==> src/rtl/mbox_fifo_pkg.sv <==
package mbox_fifo_pkg;
  localparam int unsigned ADDR_W = 8;
  localparam int unsigned NSRC   = 9;

  localparam logic [ADDR_W-1:0] A_PUSH  = 8'hAC;
  localparam logic [ADDR_W-1:0] A_POP   = 8'hB0;
  localparam logic [ADDR_W-1:0] A_STAT  = 8'hB4;
  localparam logic [ADDR_W-1:0] A_WMARK = 8'hB8;
  localparam logic [ADDR_W-1:0] A_EN_WR = 8'hBC;
  localparam logic [ADDR_W-1:0] A_EN_RD = 8'hC0;
  localparam logic [ADDR_W-1:0] A_CLR   = 8'hC4;
  localparam logic [ADDR_W-1:0] A_IST   = 8'hC8;
  localparam logic [ADDR_W-1:0] A_FLUSH = 8'hCC;

  // interrupt source positions
  localparam int unsigned I_FULL  = 2;
  localparam int unsigned I_EMPTY = 3;
  localparam int unsigned I_WMUP  = 4;
  localparam int unsigned I_WMDN  = 5;
  localparam int unsigned I_OFLOW = 6;
  localparam int unsigned I_UFLOW = 7;
  localparam int unsigned I_NEMP  = 8;

  localparam logic [NSRC-1:0] SRC_MASK = 9'h1FC;
endpackage

==> src/rtl/mbox_fifo_store.sv <==
module mbox_fifo_store #(
  parameter int unsigned DW    = 32,
  parameter int unsigned DEPTH = 32,
  localparam int unsigned AW   = (DEPTH > 1) ? $clog2(DEPTH) : 1,
  localparam int unsigned CW   = $clog2(DEPTH + 1)
) (
  input  logic          clk_i,
  input  logic          rst_ni,
  input  logic          push_i,
  input  logic          pop_i,
  input  logic          flush_i,
  input  logic [DW-1:0] wdata_i,
  output logic [DW-1:0] head_o,
  output logic [CW-1:0] count_o
);
  logic [DW-1:0] mem_q [DEPTH];
  logic [AW-1:0] wr_ptr_q, rd_ptr_q;
  logic [CW-1:0] cnt_q;
  logic          do_push, do_pop;

  assign do_push = push_i && (cnt_q != CW'(DEPTH));
  assign do_pop  = pop_i && (cnt_q != '0);

  function automatic logic [AW-1:0] nxt(input logic [AW-1:0] p);
    return (p == AW'(DEPTH - 1)) ? '0 : p + 1'b1;
  endfunction

  always_ff @(posedge clk_i or negedge rst_ni) begin
    if (!rst_ni) begin
      wr_ptr_q <= '0;
      rd_ptr_q <= '0;
      cnt_q    <= '0;
    end else if (flush_i) begin
      wr_ptr_q <= '0;
      rd_ptr_q <= '0;
      cnt_q    <= '0;
    end else begin
      if (do_push) wr_ptr_q <= nxt(wr_ptr_q);
      if (do_pop)  rd_ptr_q <= nxt(rd_ptr_q);
      if (do_push && !do_pop)      cnt_q <= cnt_q + 1'b1;
      else if (do_pop && !do_push) cnt_q <= cnt_q - 1'b1;
    end
  end

  always_ff @(posedge clk_i) begin
    if (do_push && !flush_i) mem_q[wr_ptr_q] <= wdata_i;
  end

  assign head_o  = mem_q[rd_ptr_q];
  assign count_o = cnt_q;
endmodule

==> src/rtl/mbox_fifo_irq.sv <==
module mbox_fifo_irq #(
  parameter int unsigned N = 9,
  parameter logic [N-1:0] RST_PREV = '0
) (
  input  logic         clk_i,
  input  logic         rst_ni,
  input  logic [N-1:0] cond_i,
  input  logic [N-1:0] clr_i,
  output logic [N-1:0] ist_o
);
  logic [N-1:0] prev_q, ist_q;

  for (genvar i = 0; i < N; i++) begin : g_src
    always_ff @(posedge clk_i or negedge rst_ni) begin
      if (!rst_ni) begin
        prev_q[i] <= RST_PREV[i];
        ist_q[i]  <= 1'b0;
      end else begin
        prev_q[i] <= cond_i[i];
        // a new edge wins over a clear in the same cycle
        if (cond_i[i] && !prev_q[i]) ist_q[i] <= 1'b1;
        else if (clr_i[i])           ist_q[i] <= 1'b0;
      end
    end
  end

  assign ist_o = ist_q;
endmodule

==> src/rtl/mbox_fifo_chan.sv <==
module mbox_fifo_chan
  import mbox_fifo_pkg::*;
#(
  parameter int unsigned DW    = 32,
  parameter int unsigned DEPTH = 32,
  localparam int unsigned CW   = $clog2(DEPTH + 1)
) (
  input  logic              clk_i,
  input  logic              rst_ni,
  input  logic              req_i,
  input  logic              we_i,
  input  logic [ADDR_W-1:0] addr_i,
  input  logic [DW-1:0]     wdata_i,
  output logic [DW-1:0]     rdata_o,
  output logic              irq_wr_o,
  output logic              irq_rd_o
);
  logic          wr_acc, rd_acc;
  logic          push, pop, flush;
  logic [DW-1:0] head;
  logic [CW-1:0] count;
  logic [CW-1:0] wm_q;
  logic          full, empty, wm_flag;
  logic          oflow_q, uflow_q;
  logic [NSRC-1:0] en_wr_q, en_rd_q, int_stat, cond, clr;

  assign wr_acc = req_i && we_i;
  assign rd_acc = req_i && !we_i;
  assign push   = wr_acc && (addr_i == A_PUSH);
  assign pop    = rd_acc && (addr_i == A_POP);
  assign flush  = wr_acc && (addr_i == A_FLUSH) && wdata_i[0];
  assign clr    = (wr_acc && (addr_i == A_CLR)) ? wdata_i[NSRC-1:0] : '0;

  mbox_fifo_store #(.DW(DW), .DEPTH(DEPTH)) u_store (
    .clk_i   (clk_i),
    .rst_ni  (rst_ni),
    .push_i  (push),
    .pop_i   (pop),
    .flush_i (flush),
    .wdata_i (wdata_i),
    .head_o  (head),
    .count_o (count)
  );

  assign full    = (count == CW'(DEPTH));
  assign empty   = (count == '0);
  assign wm_flag = (count >= wm_q);

  always_ff @(posedge clk_i or negedge rst_ni) begin
    if (!rst_ni) begin
      wm_q    <= CW'(DEPTH);
      en_wr_q <= '0;
      en_rd_q <= '0;
      oflow_q <= 1'b0;
      uflow_q <= 1'b0;
    end else begin
      if (wr_acc && addr_i == A_WMARK) wm_q    <= wdata_i[CW-1:0];
      if (wr_acc && addr_i == A_EN_WR) en_wr_q <= wdata_i[NSRC-1:0] & SRC_MASK;
      if (wr_acc && addr_i == A_EN_RD) en_rd_q <= wdata_i[NSRC-1:0] & SRC_MASK;
      if (flush) begin
        oflow_q <= 1'b0;
        uflow_q <= 1'b0;
      end else begin
        if (push && full) oflow_q <= 1'b1;
        if (pop && empty) uflow_q <= 1'b1;
      end
    end
  end

  always_comb begin
    cond          = '0;
    cond[I_FULL]  = full;
    cond[I_EMPTY] = empty;
    cond[I_WMUP]  = wm_flag;
    cond[I_WMDN]  = !wm_flag;
    cond[I_OFLOW] = oflow_q;
    cond[I_UFLOW] = uflow_q;
    cond[I_NEMP]  = !empty;
  end

  // previous-level reset values match the reset-time conditions
  localparam logic [NSRC-1:0] PREV0 = (NSRC'(1) << I_EMPTY) | (NSRC'(1) << I_WMDN);

  mbox_fifo_irq #(.N(NSRC), .RST_PREV(PREV0)) u_irq (
    .clk_i  (clk_i),
    .rst_ni (rst_ni),
    .cond_i (cond),
    .clr_i  (clr),
    .ist_o  (int_stat)
  );

  assign irq_wr_o = |(int_stat & en_wr_q);
  assign irq_rd_o = |(int_stat & en_rd_q);

  always_comb begin
    rdata_o = '0;
    unique case (addr_i)
      A_POP:   rdata_o = empty ? '0 : head;
      A_STAT:  rdata_o = DW'({oflow_q, uflow_q, empty, full, wm_flag});
      A_WMARK: rdata_o = DW'(wm_q);
      A_EN_WR: rdata_o = DW'(en_wr_q);
      A_EN_RD: rdata_o = DW'(en_rd_q);
      A_IST:   rdata_o = DW'(int_stat);
      default: rdata_o = '0;
    endcase
  end
endmodule

==> config.mk <==
export PLATFORM = sky130hd
export DESIGN_NAME = mbox_fifo_chan
export DESIGN_NICKNAME = d
export VERILOG_FILES = /design/src/rtl/mbox_fifo_pkg.sv /design/src/rtl/mbox_fifo_store.sv /design/src/rtl/mbox_fifo_irq.sv /design/src/rtl/mbox_fifo_chan.sv
export SDC_FILE = /design/constraint.sdc
export NUM_CORES = 1
export LEC_CHECK = 0
export BUFFER_PORTS_ARGS = -buffer_cell sky130_fd_sc_hd__buf_2
export CAP_MARGIN = 30
export CORE_MARGIN = 8
export CORE_UTILIZATION = 40
export DETAILED_ROUTE_END_ITERATION = 8
export PLACE_DENSITY = 0.54
export SETUP_SLACK_MARGIN = 0.02
export SYNTH_ARGS = -nofsm -noshare
export SYNTH_HDL_FRONTEND = slang
export SYNTH_SLANG_ARGS = --single-unit
==> constraint.sdc <==
create_clock -name clk_i -period 4.25 [get_ports clk_i]
set_input_delay 0.425 -clock clk_i [delete_from_list [all_inputs] [get_ports clk_i]]
set_output_delay 0.425 -clock clk_i [all_outputs]
set_load 0.02 [all_outputs]
==> results.sh, run 1 <==
export IMPL_outcome="finished, final reports clean"
export IMPL_post_route_period_util_pct=97.2
export IMPL_rsz0062_at_grt="false"
export IMPL_skew_ns=0.0536
export IMPL_power_net_switching_mw=4.37
export IMPL_num_vias=20319
export IMPL_globalRouteOverflowTotal=0
export IMPL_synth_seq_area_share_pct=76.1
export IMPL_clk_pin_slew_worst_paths_ns=0.06
export IMPL_clock_sinks=1076
export IMPL_rr_endpoint="u_store.mem_q[26][30]$_DFFE_PP_"
export IMPL_worst_pin_slew_ns=0.850
export IMPL_syn_to_final_growth_pct=14.4
export IMPL_core_area_sq_um=105000
export IMPL_period_minus_slack_ns=4.13
export IMPL_worst_slack_ns=0.120
export IMPL_synth_seq_cells=1076
export IMPL_synth_nets=1935
export IMPL_grt_start_max_net_pins=102
export IMPL_layout_common_cells="edfxtp_1 (1,024), mux4_2 (285), clkbuf_16 (111)"
export IMPL_cts_buffer_depth=3
export IMPL_r2r_slack_ns=1.02
export IMPL_whs_path_depth=1
export IMPL_drcViolationCount=0
export IMPL_antenna_left=0
export IMPL_crit_type="register to output pin"
export IMPL_final_cells=3540
export IMPL_place_hpwl_um=62600
export IMPL_syn_area_per_cell_sq_um=22.5
export IMPL_maxSlewViolCount=0
export IMPL_grt_use_total_pct=18.0
export IMPL_pre_cts_slack_ns=0.734
export IMPL_hold_path_class="input pin to register"
export IMPL_startpoint_type="register"
export IMPL_ys_types=72
export IMPL_fmax_mhz=242
export IMPL_final_common_cell="edfxtp_1"
export IMPL_die_w_um=340
export IMPL_power_density_nw_per_um2=438
export IMPL_p_leak_nw=15.0
export IMPL_cts_htree_levels=3
export IMPL_grt_pass1_vias=21220
export IMPL_numCtsBuffers=111
export IMPL_netlist_area_sq_um=42100
export IMPL_ir_drop_mv=0.366
export IMPL_pwr_share_seq_pct=55.3
export IMPL_final_nets=2123
export IMPL_final_hold_violation_count=0
export IMPL_synthArstFlopShare_pct=4.83
export IMPL_worstSkewPairLatency_ns=0.70
export IMPL_slew_headroom_pct=43.3
export IMPL_crit_start="u_store.rd_ptr_q[2]$_DFFE_PN0P_"
export IMPL_dieArea_sq_um=116000
export IMPL_crit_arrival_ns=3.70
export IMPL_hold_end="u_store.mem_q[22][28]$_DFFE_PP_"
export IMPL_swShare_pct=20.7
export IMPL_diodes=0
export IMPL_post_cts_buffers=0
export IMPL_num_rows=119
export IMPL_final_setup_tns_ns=0
export IMPL_wirelength_um=105000
export IMPL_cts_tree="yes"
export IMPL_wire_per_inst_um=29.7
export IMPL_drt_iter0_drc=2158
export IMPL_p_comb_share_pct=1.9
export IMPL_synth_edff_count=1024
export IMPL_rr_worst_depth=7
export IMPL_clkPwrFrac_pct=42.7
export IMPL_die_h_um=340
export IMPL_min_from="wdata_i[28]"
export IMPL_post_drt_via_cell_ratio=5.74
export IMPL_start_util_pct=40.2
export IMPL_cts_root_buf="clkbuf_16"
export IMPL_ys_flop_type="edfxtp_1"
export IMPL_p_int_mw=16.7
export IMPL_final_setup_viol_count=0
export IMPL_reg2reg_from="u_store.count_o[1]$_DFFE_PN0P_"
export IMPL_dp_cells=3338
export IMPL_ys_warn_count=0
export IMPL_critical_path_endpoint_type="output pin"
export IMPL_cp_max_fo=33
export IMPL_io_buffers=77
export IMPL_drv_cap=0
export IMPL_firstDrtPassIters=5
export IMPL_synthCells=1873
export IMPL_antenna_found_initial=1
export IMPL_gp_congestion=0.840
export IMPL_cp_data_required_time_ns=3.83
export IMPL_layout_drive_gt1_share_pct=31.5
export IMPL_ios=78
export IMPL_grt_pass1_wl_um=153000
[Yosys cell counts, drive strengths merged (25+ instances only)]
library cell	instances	area [sq um]
buf	54	444
dfrtp	49	1230
nand2	32	125
mux4	290	6550
mux2	25	282
nor2	45	169
inv	39	146
mux2i	34	340
a22oi	25	188
a21oi	26	134
o2bb2ai	27	236
clkbuf	35	131
edfxtp	1024	30700
[worst max-delay path, cell delays in order, from the launching register on]
cell and delay, ns:
dfrtp_4 0.82, nor2b_1 0.65, buf_4 0.29, nand2_1 0.06, a22oi_1 0.17, a2bb2oi_1 0.40
o221ai_1 0.33, buf_2 0.26
[power by group through the flow]
stage / Sequential, mW / Clock (mW) / Combinational, mW
after floorplan: 11.9 / 0 / 0.177
after global placement: 11.9 / 0 / 0.395
after detailed placement: 11.9 / 0 / 0.414
after CTS: 11.7 / 9.23 / 0.416
after global routing: 11.7 / 9.60 / 0.453
final: 11.7 / 9.00 / 0.410
[cell type report]
cell class	count	area [sq um]
multi-input combinational	665	9550
fill	8756	56700
tap	1391	1740
sequential	1076	32100
timing repair buffer	164	1290
inverter	43	164
clock buffer	138	2880
clock inverter	63	474
[what timing repair did]
| item | CTS | global route |
|---|---|---|
| hold buffers | 1 | 0 |
| endpoints found under the hold margin | 28 | 0 |
| setup endpoints to repair | 0 | 1 |
| resized for setup | 0 | 1 |
[kinds of logic (layout without fill, tap and decap cells)]
family                   Yosys count  in the layout  synth area share (%)
flip-flops                      1076           1076                  76.1
AND/OR/NAND/NOR                  147            147                  1.86
XOR/XNOR                           3              3                0.0624
multiplexers                     349            349                  17.0
AO/OA/AOI/OAI                    148            148                  2.59
adder cells (fa/ha/maj)           18             18                 0.553
buffers and inverters            132            408                  1.75
[worst max path at each step]
| stage | slack [ns] | cells after the start | end |
|---|---|---|---|
| floorplan | 0.86 | 7 | u_store.mem_q[29][0]$_DFFE_PP_ |
| global placement | 0.82 | 8 | u_store.mem_q[26][31]$_DFFE_PP_ |
| detailed placement | 0.73 | 8 | u_store.mem_q[26][31]$_DFFE_PP_ |
| CTS | 0.12 | 6 | rdata_o[3] |
| global route | 0.03 | 7 | rdata_o[2] |
| finish | 0.12 | 7 | rdata_o[1] |
[per-layer routing]
layer / global-route usage (%) / part of all wire, % / wire length, um
met5: 0 / 0 / 0
met3: 2.91 / 6.4 / 6710
met4: 4.11 / 1.9 / 1980
met2: 28.0 / 47 / 49300
met1: 26.8 / 45 / 47100
[flip-flops by register name (all words and copies together) (netlist names)]
name / flops
u_store.mem_q: 1024
en_rd_q: 7
en_wr_q: 7
u_irq.ist_o: 7
u_irq.prev_q: 7
u_store.count_o: 6
wm_q: 6
u_store.rd_ptr_q: 5
u_store.wr_ptr_q: 5
oflow_q: 1
uflow_q: 1
[stage by stage]
step                instance area, sq um  utilization [%]  hold WS (ns)  power, mW
CTS                                48200             45.9         0.146       21.3
global placement                   44800             42.7         0.395       12.3
floorplan                          42100                -         0.129       12.1
finish                             48200             45.9         0.186       21.1
global route                       48200             45.9         0.203       21.7
detailed placement                 44800             42.7         0.415       12.3
Power figures use the tool's default switching activity.
==> run 2: changes to the inputs <==
--- a/config.mk
+++ b/config.mk
@@ -8,9 +8,9 @@
 export BUFFER_PORTS_ARGS = -buffer_cell sky130_fd_sc_hd__buf_2
 export CAP_MARGIN = 30
 export CORE_MARGIN = 8
-export CORE_UTILIZATION = 40
+export CORE_UTILIZATION = 45
 export DETAILED_ROUTE_END_ITERATION = 8
-export PLACE_DENSITY = 0.54
+export PLACE_DENSITY = 0.59
 export SETUP_SLACK_MARGIN = 0.02
 export SYNTH_ARGS = -nofsm -noshare
 export SYNTH_HDL_FRONTEND = slang
==> run 2 against run 1 <==
  * Clock power grew 1%
  * Power grew 0.54%
  * Sequential power is essentially flat
  * Register-to-register slack lost 0.04 ns
  * Largest power group unchanged
  * Wire length shrank 2.9%
  * Maximum frequency grew 5.2%
  * Utilization grew 5.7 points
  * Combinational power is essentially flat
  * Setup slack gained 0.21 ns
  * Critical path type unchanged
==> results.sh, run 2 (synthesis results as in run 1) <==
export IMPL_highest_layer="met4"
export IMPL_crit_arrival_ns=3.50
export IMPL_cts_tree="yes"
export IMPL_final_setup_viol_count=0
export IMPL_cts_buffer_depth=3
export IMPL_numCtsBuffers=111
export IMPL_place_hpwl_um=57400
export IMPL_cp_data_required_time_ns=3.83
export IMPL_dieArea_sq_um=104000
export IMPL_cts_htree_levels=3
export IMPL_clk_pin_slew_worst_paths_ns=0.06
export IMPL_slew_headroom_pct=43.4
export IMPL_gp_congestion=0.809
export IMPL_crit_path_cell_trace="buf_12 > mux4_2 > a22o_1 > o21ai_0 > o21ai_1 > a31o_1 > buf_2"
export IMPL_startpoint_type="register"
export IMPL_wl_met1_um=44500
export IMPL_top_register="u_store.mem_q"
export IMPL_worst_pin_slew_ns=0.849
export IMPL_largest_reg_flops=1024
export IMPL_die_w_um=322
export IMPL_fill_cells=7392
export IMPL_start_util_pct=45.2
export IMPL_outcome="finished, final reports clean"
export IMPL_num_vias=20323
export IMPL_core_area_sq_um=93000
export IMPL_clock_sinks=1076
export IMPL_period_minus_slack_ns=3.92
export IMPL_io_buffers=77
export IMPL_fmax_mhz=255
export IMPL_final_area_sq_um=48100
export IMPL_syn_to_final_growth_pct=14.3
export IMPL_diodes=0
export IMPL_final_util_pct=51.7
export IMPL_firstDrtPassIters=7
export IMPL_layout_drive_gt1_share_pct=31.4
export IMPL_met3WireLength_um=6520
export IMPL_drv_cap=0
export IMPL_wirelength_um=102000
export IMPL_globalRouteOverflowTotal=0
export IMPL_die_h_um=322
export IMPL_final_common_cell="edfxtp_1"
export IMPL_wl_met2_um=48900
export IMPL_power_density_nw_per_um2=441
export IMPL_drcViolationCount=0
export IMPL_dpl_cell_area_sq_um=44700
export IMPL_ir_drop_mv=0.355
export IMPL_grt_pass1_wl_um=149000
export IMPL_worstSkewPairLatency_ns=0.69
export IMPL_critical_path_endpoint_type="output pin"
export IMPL_skew_ns=0.0488
export IMPL_final_nets=2125
export IMPL_antenna_found_initial=3
export IMPL_grt_start_max_net_pins=76
export IMPL_worst_slack_ns=0.326
export IMPL_wire_per_inst_um=29.9
export IMPL_power_mw=21.2
export IMPL_layout_common_cells="edfxtp_1 (1,024), mux4_2 (285), clkbuf_16 (111)"
export IMPL_maxSlewViolCount=0
export IMPL_p_leak_nw=15.0
export IMPL_slowest_delay_ns=0.73
export IMPL_crit_type="register to output pin"
export IMPL_post_drt_via_cell_ratio=5.96
export IMPL_antenna_left=0
export IMPL_post_route_period_util_pct=92.3
export IMPL_rsz0062_at_grt="false"
export IMPL_hold_path_class="input pin to register"
export IMPL_final_setup_tns_ns=0
export IMPL_cts_resized=0
export IMPL_regArea_sq_um=32100
export IMPL_worst_path_max_delay_cell="dfrtp_4"
export IMPL_pre_cts_slack_ns=0.680
export IMPL_multi_input_area_sq_um=9550
export IMPL_num_rows=112
export IMPL_cts_root_buf="clkbuf_16"
export IMPL_cp_max_fo=32
export IMPL_ios=78
export IMPL_grt_use_total_pct=19.7
export IMPL_final_hold_violation_count=0
export IMPL_drt_iter0_drc=2251
export IMPL_grt_pass1_vias=21097
-- run 2: cell type report --
type	instances	share of cell area [%]
well taps	1254	3.26
repair buffers	166	2.79
inverters	43	0.341
clock buffers	135	5.96
clock inverters	72	1.13
flip-flops and latches	1076	66.7
multi-input cells	665	19.9
-- run 2: per-layer routing --
| layer | vias to the layer above | track usage (%) |
|---|---|---|
| met5 | - | 0 |
| met3 | 150 | 2.93 |
| li1 | 8368 | - |
| met4 | 0 | 4.72 |
| met1 | 11039 | 28.8 |
| met2 | 766 | 31.3 |
-- run 2: worst max-delay path, delay by kind of cell, from the launching register on --
family          cells  cell delay, ns
mux                 1            0.57
buf+inv             2            0.49
flops               1            0.73
compound gates      4            1.01
-- run 2: through the flow --
stage	std cells	hold WS, ns
floorplan	1873	0.129
global placement	3201	0.404
detailed placement	3201	0.413
CTS	3409	0.192
global route	3411	0.221
finish	3411	0.224
-- run 2: repair_timing --
| item | CTS | global route |
|---|---|---|
| setup buffers | 0 | 1 |
| setup endpoints to repair | 0 | 2 |
| endpoints found under the hold margin | 49 | 0 |
| hold buffers | 1 | 0 |
-- run 2: final timing paths --
check	startpoint	to	slack, ns	cells past startpoint
max in group asynchronous	rst_ni	u_store.rd_ptr_q[0]$_DFFE_PN0P_	3.25	3
setup / recovery	u_store.rd_ptr_q[0]$_DFFE_PN0P_	rdata_o[6]	0.33	7
hold reg to reg	u_irq.prev_q[4]$_DFF_PN0_	u_irq.ist_o[4]$_DFFE_PN0P_	0.42	1
setup reg to reg	u_store.count_o[1]$_DFFE_PN0P_	u_store.mem_q[19][13]$_DFFE_PP_	0.98	7
min in group asynchronous	rst_ni	u_irq.ist_o[5]$_DFFE_PN0P_	0.43	3
hold / removal	we_i	u_irq.ist_o[2]$_DFFE_PN0P_	0.22	5
-- run 2: power by group --
part	total (mW)	internal [mW]	switching, mW	leakage, nW
clock	9.12	5.11	4.01	1.65
combinational	0.409	0.125	0.284	3.51
sequential	11.7	11.6	0.0260	9.87
